### config.mk
export PLATFORM = sky130hd
export DESIGN_NAME = ledreg_i2c_target
export DESIGN_NICKNAME = d
export VERILOG_FILES = /design/src/rtl/ledreg_pkg.sv /design/src/rtl/ledreg_bus.sv /design/src/rtl/ledreg_file.sv /design/src/rtl/ledreg_i2c_target.sv
export SDC_FILE = /design/constraint.sdc
export NUM_CORES = 2
export LEC_CHECK = 0
export BUFFER_PORTS_ARGS = -buffer_cell sky130_fd_sc_hd__clkbuf_2
export CAP_MARGIN = 0
export CORE_UTILIZATION = 63
export DETAILED_ROUTE_END_ITERATION = 10
export GPL_TIMING_DRIVEN = 0
export PLACE_DENSITY_LB_ADDON = 0.15
export SLEW_MARGIN = 10
export SYNTH_ARGS = -nofsm -noshare
export SYNTH_HDL_FRONTEND = slang
export SYNTH_SLANG_ARGS = --single-unit
### constraint.sdc
create_clock -name clk -period 4.5 [get_ports clk]
set_input_delay 0.45 -clock clk [delete_from_list [all_inputs] [get_ports clk]]
set_output_delay 0.45 -clock clk [all_outputs]
set_load 0.01 [all_outputs]
### src/rtl/ledreg_pkg.sv
`timescale 1ns/1ps
package ledreg_pkg;
  parameter int unsigned CH_N    = 36;
  parameter int unsigned FINE_W  = 10;
  parameter int unsigned BYTE_W  = 8;
  parameter int unsigned REG_N   = 114;
  parameter logic [4:0]  DEV_HI  = 5'b01100;
  parameter logic [7:0]  CTRL_A  = 8'h00;
  parameter logic [7:0]  UPD_A   = 8'h6D;
  parameter logic [7:0]  GCC_A   = 8'h6E;
  parameter logic [7:0]  PHS_A   = 8'h71;
  parameter logic [7:0]  CLR_A   = 8'h7F;
  parameter logic [7:0]  CTRL_M  = 8'h73;

  typedef enum logic [2:0] {BUS_IDLE, BUS_RX, BUS_ACK, BUS_TX, BUS_HACK} bus_st_t;

  function automatic logic addr_match(input logic [6:0] dev, input logic [1:0] strap);
    return dev == {DEV_HI, strap};
  endfunction

  function automatic logic [7:0] reg_mask(input logic [7:0] a);
    if (a == CTRL_A) return CTRL_M;
    if (a == UPD_A) return 8'h00;
    if (a <= 8'(2 * CH_N)) return a[0] ? 8'hFF : 8'(2 ** (FINE_W - BYTE_W) - 1);
    return 8'hFF;
  endfunction
endpackage

### src/rtl/ledreg_bus.sv
`timescale 1ns/1ps
module ledreg_bus
  import ledreg_pkg::*;
(
  input  logic       clk,
  input  logic       rst_n,
  input  logic       scl_i,
  input  logic       sda_i,
  input  logic [1:0] strap_i,
  input  logic       pin_i,
  input  logic [7:0] rd_data_i,
  output logic       sda_oe_o,
  output logic       wr_o,
  output logic [7:0] wr_addr_o,
  output logic [7:0] wr_data_o,
  output logic [7:0] ptr_o
);
  bus_st_t    st;
  logic       scl_q, sda_q, pin_q;
  logic       is_addr, rd_mode, first, got8;
  logic [2:0] cnt;
  logic [7:0] sh, txb;

  wire start_w    = scl_q & scl_i & sda_q & ~sda_i;
  wire stop_w     = scl_q & scl_i & ~sda_q & sda_i;
  wire rise_w     = ~scl_q & scl_i;
  wire fall_w     = scl_q & ~scl_i;
  wire pin_rise_w = ~pin_q & pin_i;

  always_ff @(posedge clk or negedge rst_n) begin
    if (!rst_n) begin
      scl_q <= 1'b1; sda_q <= 1'b1; pin_q <= 1'b1;
      st <= BUS_IDLE; sda_oe_o <= 1'b0; wr_o <= 1'b0;
      wr_addr_o <= '0; wr_data_o <= '0; ptr_o <= '0;
      is_addr <= 1'b0; rd_mode <= 1'b0; first <= 1'b0; got8 <= 1'b0;
      cnt <= '0; sh <= '0; txb <= '0;
    end else begin
      scl_q <= scl_i; sda_q <= sda_i; pin_q <= pin_i;
      wr_o <= 1'b0;
      if (pin_rise_w) begin
        st <= BUS_IDLE; sda_oe_o <= 1'b0; got8 <= 1'b0;
      end else if (start_w) begin
        st <= BUS_RX; is_addr <= 1'b1; cnt <= '0; got8 <= 1'b0; sda_oe_o <= 1'b0;
      end else if (stop_w) begin
        st <= BUS_IDLE; sda_oe_o <= 1'b0; got8 <= 1'b0;
      end else begin
        unique case (st)
          BUS_RX: begin
            if (rise_w) begin
              sh   <= {sh[6:0], sda_i};
              cnt  <= cnt + 3'd1;
              got8 <= (cnt == 3'd7);
            end else if (fall_w && got8) begin
              got8 <= 1'b0;
              cnt  <= '0;
              if (is_addr) begin
                is_addr <= 1'b0;
                if (addr_match(sh[7:1], strap_i)) begin
                  sda_oe_o <= 1'b1; st <= BUS_ACK;
                  rd_mode <= sh[0]; first <= ~sh[0];
                end else begin
                  st <= BUS_IDLE;
                end
              end else begin
                sda_oe_o <= 1'b1; st <= BUS_ACK;
                if (first) begin
                  ptr_o <= sh; first <= 1'b0;
                end else begin
                  wr_o <= 1'b1; wr_addr_o <= ptr_o; wr_data_o <= sh;
                  ptr_o <= ptr_o + 8'd1;
                end
              end
            end
          end
          BUS_ACK: if (fall_w) begin
            cnt <= '0;
            if (rd_mode) begin
              st <= BUS_TX; txb <= rd_data_i; sda_oe_o <= ~rd_data_i[7];
            end else begin
              st <= BUS_RX; sda_oe_o <= 1'b0;
            end
          end
          BUS_TX: if (fall_w) begin
            if (cnt == 3'd7) begin
              sda_oe_o <= 1'b0; st <= BUS_HACK;
            end else begin
              cnt <= cnt + 3'd1; txb <= {txb[6:0], 1'b0}; sda_oe_o <= ~txb[6];
            end
          end
          BUS_HACK: begin
            if (rise_w) begin
              if (!sda_i) begin ptr_o <= ptr_o + 8'd1; got8 <= 1'b1; end
              else st <= BUS_IDLE;
            end else if (fall_w && got8) begin
              got8 <= 1'b0; cnt <= '0; st <= BUS_TX;
              txb <= rd_data_i; sda_oe_o <= ~rd_data_i[7];
            end
          end
          default: ;
        endcase
      end
    end
  end

  a_r8_stop_release: assert property (@(posedge clk) disable iff (!rst_n)
    stop_w && !pin_rise_w |=> !sda_oe_o && st == BUS_IDLE);
  a_r9_pin_abort: assert property (@(posedge clk) disable iff (!rst_n)
    pin_rise_w |=> !sda_oe_o && st == BUS_IDLE);
  a_r2_ptr_step: assert property (@(posedge clk) disable iff (!rst_n)
    wr_o |-> ptr_o == 8'(wr_addr_o + 8'd1));
  a_r3_tx_in_read: assert property (@(posedge clk) disable iff (!rst_n)
    (st == BUS_TX || st == BUS_HACK) |-> rd_mode);
  a_r1_quiet_idle: assert property (@(posedge clk) disable iff (!rst_n)
    st == BUS_IDLE |-> !sda_oe_o);
endmodule

### src/rtl/ledreg_file.sv
`timescale 1ns/1ps
module ledreg_file
  import ledreg_pkg::*;
#(
  parameter int unsigned CH   = CH_N,
  parameter int unsigned NREG = REG_N
)(
  input  logic                 clk,
  input  logic                 rst_n,
  input  logic                 wr_i,
  input  logic [7:0]           waddr_i,
  input  logic [7:0]           wdata_i,
  input  logic                 pin_i,
  input  logic [7:0]           raddr_i,
  output logic [7:0]           rdata_o,
  output logic [7:0]           ctrl_o,
  output logic [CH*FINE_W-1:0] fine_o,
  output logic [CH*8-1:0]      coarse_o,
  output logic [7:0]           cur_g_o,
  output logic [7:0]           cur_r_o,
  output logic [7:0]           cur_b_o,
  output logic [7:0]           phase_o
);
  localparam int unsigned NDUTY = 3 * CH;
  localparam int unsigned AW    = $clog2(NREG);

  logic [7:0] stg [NREG];
  logic [7:0] act [NDUTY];

  wire upd_w = wr_i && waddr_i == UPD_A && wdata_i == 8'h00 && pin_i && stg[0][0];
  wire clr_w = wr_i && waddr_i == CLR_A && wdata_i == 8'h00;

  always_ff @(posedge clk or negedge rst_n) begin
    if (!rst_n) begin
      for (int i = 0; i < NREG; i++) stg[i] <= '0;
      for (int i = 0; i < NDUTY; i++) act[i] <= '0;
    end else if (clr_w) begin
      for (int i = 0; i < NREG; i++) stg[i] <= '0;
      for (int i = 0; i < NDUTY; i++) act[i] <= '0;
    end else begin
      if (wr_i && waddr_i < 8'(NREG)) stg[waddr_i[AW-1:0]] <= wdata_i & reg_mask(waddr_i);
      if (upd_w) for (int i = 0; i < NDUTY; i++) act[i] <= stg[i+1];
    end
  end

  assign rdata_o  = (raddr_i < 8'(NREG)) ? stg[raddr_i[AW-1:0]] : 8'h00;
  assign ctrl_o   = stg[CTRL_A];
  assign cur_g_o  = stg[GCC_A];
  assign cur_r_o  = stg[GCC_A + 8'd1];
  assign cur_b_o  = stg[GCC_A + 8'd2];
  assign phase_o  = stg[PHS_A];

  for (genvar k = 0; k < CH; k++) begin : g_ch
    assign fine_o[k*FINE_W +: FINE_W] = {act[2*k+1][FINE_W-BYTE_W-1:0], act[2*k]};
    assign coarse_o[k*8 +: 8]         = act[2*CH+k];
  end

  a_r5_duty_hold: assert property (@(posedge clk) disable iff (!rst_n)
    !upd_w && !clr_w |=> $stable(fine_o) && $stable(coarse_o));
  a_r6_clear_all: assert property (@(posedge clk) disable iff (!rst_n)
    clr_w |=> ctrl_o == 8'h00 && fine_o == '0 && coarse_o == '0 &&
              cur_g_o == 8'h00 && cur_r_o == 8'h00 && cur_b_o == 8'h00 && phase_o == 8'h00);
  a_r4_ctrl_unused: assert property (@(posedge clk) disable iff (!rst_n)
    (ctrl_o & ~CTRL_M) == 8'h00);
  a_r7_ctrl_follow: assert property (@(posedge clk) disable iff (!rst_n)
    wr_i && waddr_i == CTRL_A |=> ctrl_o == ($past(wdata_i) & CTRL_M));
endmodule

### src/rtl/ledreg_i2c_target.sv
`timescale 1ns/1ps
module ledreg_i2c_target
  import ledreg_pkg::*;
(
  input  logic                   clk,
  input  logic                   rst_n,
  input  logic                   scl_i,
  input  logic                   sda_i,
  output logic                   sda_oe_o,
  input  logic [1:0]             strap_i,
  input  logic                   pin_i,
  output logic [7:0]             ctrl_o,
  output logic [CH_N*FINE_W-1:0] fine_o,
  output logic [CH_N*8-1:0]      coarse_o,
  output logic [7:0]             cur_g_o,
  output logic [7:0]             cur_r_o,
  output logic [7:0]             cur_b_o,
  output logic [7:0]             phase_o
);
  logic       wr_w;
  logic [7:0] waddr_w, wdata_w, ptr_w, rdata_w;

  ledreg_bus i_bus (
    .clk(clk), .rst_n(rst_n), .scl_i(scl_i), .sda_i(sda_i), .strap_i(strap_i),
    .pin_i(pin_i), .rd_data_i(rdata_w), .sda_oe_o(sda_oe_o), .wr_o(wr_w),
    .wr_addr_o(waddr_w), .wr_data_o(wdata_w), .ptr_o(ptr_w)
  );

  ledreg_file #(.CH(CH_N), .NREG(REG_N)) i_file (
    .clk(clk), .rst_n(rst_n), .wr_i(wr_w), .waddr_i(waddr_w), .wdata_i(wdata_w),
    .pin_i(pin_i), .raddr_i(ptr_w), .rdata_o(rdata_w), .ctrl_o(ctrl_o),
    .fine_o(fine_o), .coarse_o(coarse_o), .cur_g_o(cur_g_o), .cur_r_o(cur_r_o),
    .cur_b_o(cur_b_o), .phase_o(phase_o)
  );
endmodule

[Word level (Yosys, flattened, before mapping)]
Cells that the tools add are included.
Cells by class
  $add $sub $neg: 2
  order comparisons: 6
  equality and inequality tests: 37
  muxes and demuxes: 107
  bitwise logic cells: 25
  reduce and logical (&&, ||, !) cells: 31
Operator list (number)
  $mux 912: 2
  $mux 864: 2
  $bwmux 912: 1
  $mux 8: 19
  $mux 3: 19
  $bmux 8 s7: 1
  $demux 8 s7: 1
  $mux 1: 47
  $mux 7: 6
  $reduce_and 8->1: 4
  $ne 5x1->1 const B: 5
  $pmux 3 s4: 2
  $pmux 7 s3: 1
  $eq 8x7->1 const B: 2
  $ge 8x8->1 const B: 2
  $logic_not 8->1: 2
  $lt 8x7->1 const B: 2
  $ne 2x1->1 const B: 8
  $not 7->8: 2
  $pmux 8 s2: 1
  $not 1->1: 14
  $reduce_and 7->1: 2
  $ne 2x2->1 const B: 6
  $ne 6x4->1 const B: 2
  27 further kinds: 55
Word-level totals
  register bits: 1614
  input bits: 7
  word-level logic and storage cells: 446

[Longest topological paths before layout]
  depth after elaboration: 20
  depth in mapped cells: 12

[Hierarchy]
Synthesis repeated with hierarchy kept, for this count alone.
Second synthesis, totals
  cells, all modules: 4787
  area total of the unflattened synthesis: 65486.6 µm²
Modules (own cells, without submodules)
  ledreg_file: times used 1, cells an instance 4523, area an instance 62633.8 µm², sequential area each 39037.4 µm²
  ledreg_bus: times used 1, cells an instance 264, area an instance 2852.7 µm², sequential area each 1355.0 µm²

[Worst setup path after synthesis]
Ideal clock, no wire load.
  path kind: register to register
  start point: register i_bus.ptr_o[0]
  end point: register i_bus.txb[0]
  data arrival time: 2.185 ns
  required time: 4.371 ns
  setup slack: 2.185 ns
  cell stages (with the launch flop): 9
  buffers on the path: 4
  period minus slack after synthesis: 2.315 ns
  cell sequence: dfrtp_1 -> buf_6 -> buf_6 -> buf_6 -> buf_4 -> mux4_2 -> a221oi_1 -> nor3_1 -> o41a_1
On the way
  cells in the longest elaborated chain, start to end: 8
RTL lines
  from (decl): RTL line ledreg_bus.sv:16  | output logic [7:0] ptr_o
  from (signal assigned): RTL line ledreg_bus.sv:70  | ptr_o <= ptr_o + 8'd1;
  $not 7->8 (implied by the code): RTL line ledreg_file.sv:46  | assign rdata_o = (raddr_i < 8'(NREG)) ? stg[raddr_i[AW-1:0]] : 8'h00;
  $bmux 8 s7: RTL line ledreg_file.sv:46
  $mux 8 (implied by the code) (2 in a row): RTL line ledreg_file.sv:46
  $mux 8 (*): RTL line ledreg_file.sv:46
  $mux 7, on equally long branches: RTL line ledreg_bus.sv:94, ledreg_bus.sv:77
  $mux 7, on equally long branches: RTL line ledreg_bus.sv:91, ledreg_bus.sv:75
  $pmux 7 s3 (*): RTL line ledreg_bus.sv:47  | unique case (st)
  to (signal assigned): RTL line ledreg_bus.sv:87  | cnt <= cnt + 3'd1; txb <= {txb[6:0], 1'b0}; sda_oe_o <= ~txb[6];
  to (signal assigned): RTL line ledreg_bus.sv:96  | txb <= rd_data_i; sda_oe_o <= ~rd_data_i[7];
  to (decl): RTL line ledreg_bus.sv:22  | logic [7:0] sh, txb;
Every way passes the cells marked *; elsewhere a longest branch is shown, timed or not. The select of a mux whose other input is x is not followed.
A chain may end at the register's enable or synchronous reset.

[Final worst setup path]
  start point: register i_bus.ptr_o[1]
  end point: register i_bus.txb[5]
Same word-level chain as after synthesis.

==> impl_summary.md <==
Critical path
The critical path runs through a total of 10 cells. The cell family contributing the most delay on the critical path is buffers and inverters. Among all stages on the critical path, the largest delay is contributed by buf_4. The delay of the slowest cell on the worst path is 610 ps.

Of all nets on the critical path, the largest fanout is 10. STA classifies the critical path endpoint as a register. Walking the worst path, the cells encountered are buf_6 > buf_6 > buf_4 > buf_4 > buf_2 > mux4_2 > mux2i_1 > o22ai_1 > o211ai_1 > a41oi_1.

The worst setup path is launched from a register. The length in cells of the worst reg-to-reg path is 10. The worst setup path is of the register to register kind. For the worst setup path, the data arrival time is 5130 ps. The data required time at the worst endpoint is 5180 ps. Counting both buffers and inverters, the worst setup path holds a total of 5.

Hold path
In this run the worst hold path is classified as primary input to async pin.

Clock tree
The buffers inserted during post-CTS setup optimization is 0. The number of hold buffers added after CTS is 4. The clock slew at the register clock pins of the worst setup and hold paths is 70 ps. The clock tree synthesis step divided the H-tree into 4 levels. Counting the buffers created by CTS gives 161.

The worst-skew pair later-pin latency is 820 ps. Clock tree synthesis found a total of 1614 sinks. TritonCTS built the clock tree. The buffer cell driving the clock tree root is clkbuf_16. The clock passes through at most 3 buffers. The number of resized instances in the post-cts repair step is 0.

Placement
The placed instance area is 72100 sq um. The congestion estimate from routability-driven global placement came to 1.05. The number of placed instances, taps included, is 7453. After legalization and detailed placement, the total HPWL measured 202000 um. The count of buffers added on input and output ports is 695.

Final layout
The combined area of the multi-input logic cells is 23300 sq um. Relative to the synthesized area, the layout overhead comes to 16.9%. After the last flow step, the layout net total stands at 6250. The count of cells in the finished layout, fillers not included, comes to 7776. Summing all flip-flop and latch instances after layout gives 40400 sq um.

After routing the design area is 77600 sq um. The number of fill cells in the layout is 7023. Of the cells placed in the final design, the portion with a size suffix greater than 1 is 0.221.

Pwr
The power density of the placed cells is 410 nW/um^2. The sum of internal, switching and leakage power is 31.8 mW. The maximum VDD drop is 360 uV. The analysis attributes to cell leakage a power of 36.3 nW.

Timing
The worst path needs 4450 ps of the cycle, external delays included. The final worst clock skew is 30.5 ps. Setup repair after global routing left no endpoint under its margin. Timing would allow up to 225 MHz. The setup total negative slack is 0 ps. The final count of negative-setup-slack endpoints is 0. The hold violation count in the final report is 0.

The total count of max-transition violations in the final report is 22. Dividing the final minimum period by the clock period gives 0.988. Final hold analysis gives a worst-case slack of 203 ps. The slew of the pin with the lowest slew margin is 1580 ps.

The relative max-transition margin is -0.0535.

Floorplanning
The die covers 107000 sq um. The floorplan step defined a core boundary enclosing 104000 sq um. The chip height is 327 um. The number of standard-cell rows in the floorplan is 118. For this configuration, the core starts out at a cell density of 0.638. The floorplan step set the die width to 327 um. The boundary pin count is 696.

Global routing
The number of global-route vias before repair came to 53091. The number of antenna violations at the first check in global routing is 25. Summed over all layers, the global routing overflow is 0. Entering global routing, the biggest net connects 111 pins. The wire length of the first global-routing pass is 399000 um. In the global route stage, overall resource usage came out at 0.538.

Detailed routing
The pre-antenna-repair detailed-routing pass consisted of 7 iterations. After detailed routing, the number of remaining DRC violations is 0. The average vias per placed instance is 7.38. Dividing the detail-routed wire length by the instance count gives 36.9 um. The vias after detailed routing is 57421. In this run, the number of DRC markers left after iteration 0 of detailed routing was 9599. The routed design has 287000 um of wire.

The antenna violation net count after detailed routing is 0.

Yosys
Counting distinct cell types in the post-synthesis netlist gives 73. In this run, synthesis produced a sequential element count of 1614. The number of nets in the synthesized netlist is 5368. Averaged over all synthesized cells, the footprint is 12.4 sq um. The post-synthesis instance area is 66300 sq um. Counting every instance in the synthesized netlist gives 5358. The post-synthesis sequential area ratio is 0.609. The number of synthesized flops with an enable pin is 0. Counting flops with an async set or reset pin after synthesis yields a share of 1.00.

For this run, the number of Yosys warnings is 0. The flip-flop cell with the highest count after synthesis is dfrtp_1.

Outcome
The final reports fail on max-capacitance violations, max-slew violations. The flow ran to the end, but the final reports show violations.

Run
The number of maximum-capacitance violations is 2.
-- cell usage in the layout (no fill, tap or decap), types with 29 or more instances in the layout --
| cell type | netlist | final |
|---|---|---|
| and2_1 | 227 | 227 |
| clkbuf_8 | 4 | 32 |
| buf_6 | 28 | 29 |
| o21ai_1 | 47 | 47 |
| dfrtp_1 | 1611 | 1611 |
| clkbuf_16 | 0 | 164 |
| mux2i_1 | 110 | 110 |
| o21ai_0 | 668 | 668 |
| a22o_1 | 660 | 660 |
| clkinv_2 | 0 | 37 |
| nor2_1 | 49 | 43 |
| buf_4 | 63 | 64 |
| a21oi_1 | 80 | 80 |
| mux4_2 | 184 | 184 |
| clkbuf_2 | 0 | 705 |
| clkbuf_1 | 357 | 381 |
| mux2_2 | 39 | 39 |
| nand3_1 | 700 | 700 |
| nand2_1 | 170 | 170 |
| buf_2 | 81 | 81 |
-- worst paths after layout --
path | from | endpoint | slack, ps
max in group asynchronous | rst_n | i_file.coarse_o[230] | 1580
min in group clk | strap_i[1] | i_bus.first | 290
worst min-delay path | rst_n | i_file.fine_o[293] | 200
worst max register to register | i_bus.ptr_o[1] | i_bus.txb[5] | 50
worst min register to register | i_file.stg[894] | i_file.stg[894] | 480
worst max-delay path | i_bus.ptr_o[1] | i_bus.txb[5] | 50
-- per-stage QoR --
step                      utilization  worst slack (ps)
after floorplan                     -              2190
after global placement          0.688            -35620
after detailed placement        0.694               336
after CTS                       0.745               340
after global routing            0.746               113
final                           0.746              52.2
-- worst register-to-register path: stages (launching register included) --
cell	delay (ps)
dfrtp_1	390
buf_6	190
buf_6	280
buf_4	580
buf_4	620
buf_2	600
mux4_2	420
mux2i_1	540
o22ai_1	230
o211ai_1	310
a41oi_1	150
-- layer usage --
metal  wire length, um  global-route usage
met2            117000               0.718
met3             47400               0.265
met1             97700               0.692
met4             24600               0.357
met5               411              0.0169
-- synth_stat cells (6+ instances only) --
cell type  count  share of area
a211oi_1       7        0.00079
o21ai_0      668          0.050
o22ai_1       24         0.0023
inv_1         10        0.00057
and3_1         9        0.00085
nor4_1         6        0.00057
buf_2         81         0.0061
mux2_2        39         0.0066
buf_6         28         0.0048
o21ai_1       47         0.0035
o221ai_1      18         0.0024
a221o_1        6        0.00091
a21oi_1       80         0.0060
nor2_1        49         0.0028
nand2_1      170         0.0096
and2_1       227          0.021
a2111oi_0      8         0.0011
nand3_1      700          0.053
a22o_1       660          0.087
mux4_2       184          0.062
a22oi_1       16         0.0018
mux2i_1      110          0.017
nor2b_1       15         0.0014
buf_1          6        0.00034
dfrtp_1     1611           0.61
mux4_1         7         0.0028
a221oi_1       6        0.00079
nor3_1        23         0.0017
a211o_1        8         0.0011
buf_4         63         0.0071
nand4_1       13         0.0012
clkbuf_1     357          0.020
nand2b_1      13         0.0012
-- final cells by class --
| type | count | share of cell area |
|---|---|---|
| Clock inverter | 67 | 0.00966 |
| Sequential cell | 1614 | 0.521 |
| Clock buffer | 226 | 0.0594 |
| Multi-Input combinational cell | 3191 | 0.300 |
| Timing Repair Buffer | 719 | 0.0519 |
| Tap cell | 1380 | 0.0223 |
| Buffer | 543 | 0.0344 |
| Antenna cell | 26 | 0.000839 |
| Inverter | 10 | 0.000484 |
-- registers in the layout, summed over array words and instances, names as in the netlist, 3 cells and up --
name	cells
i_file.cur_g_o	8
i_bus.st	3
i_bus.wr_addr_o	8
i_bus.cnt	3
i_file.phase_o	8
i_bus.ptr_o	8
i_bus.wr_data_o	8
i_file.coarse_o	288
i_file.cur_r_o	8
i_bus.txb	7
i_file.cur_b_o	8
i_file.fine_o	360
i_file.ctrl_o	8
i_bus.sh	8
i_file.stg	872
-- cells by family after synthesis --
kind of cell | Yosys count | share of synthesized area
muxes | 341 | 0.0887
buffers and inverters | 553 | 0.0406
xor gates and xnor gates | 3 | 0.000396
DFF | 1614 | 0.609
adders and majority gates | 3 | 0.000566
and+or+nand+nor | 1253 | 0.0971
AOI/OAI and AO/OA | 1591 | 0.164
-- power breakdown --
part / internal (mW) / leakage, nW / switching [mW]
logic: 0.831 / 11.1 / 2.31
clock network: 7.92 / 2.66 / 6.00
registers: 14.6 / 22.5 / 0.107
total: 23.4 / 36.3 / 8.41
Power figures use the tool's default switching activity.
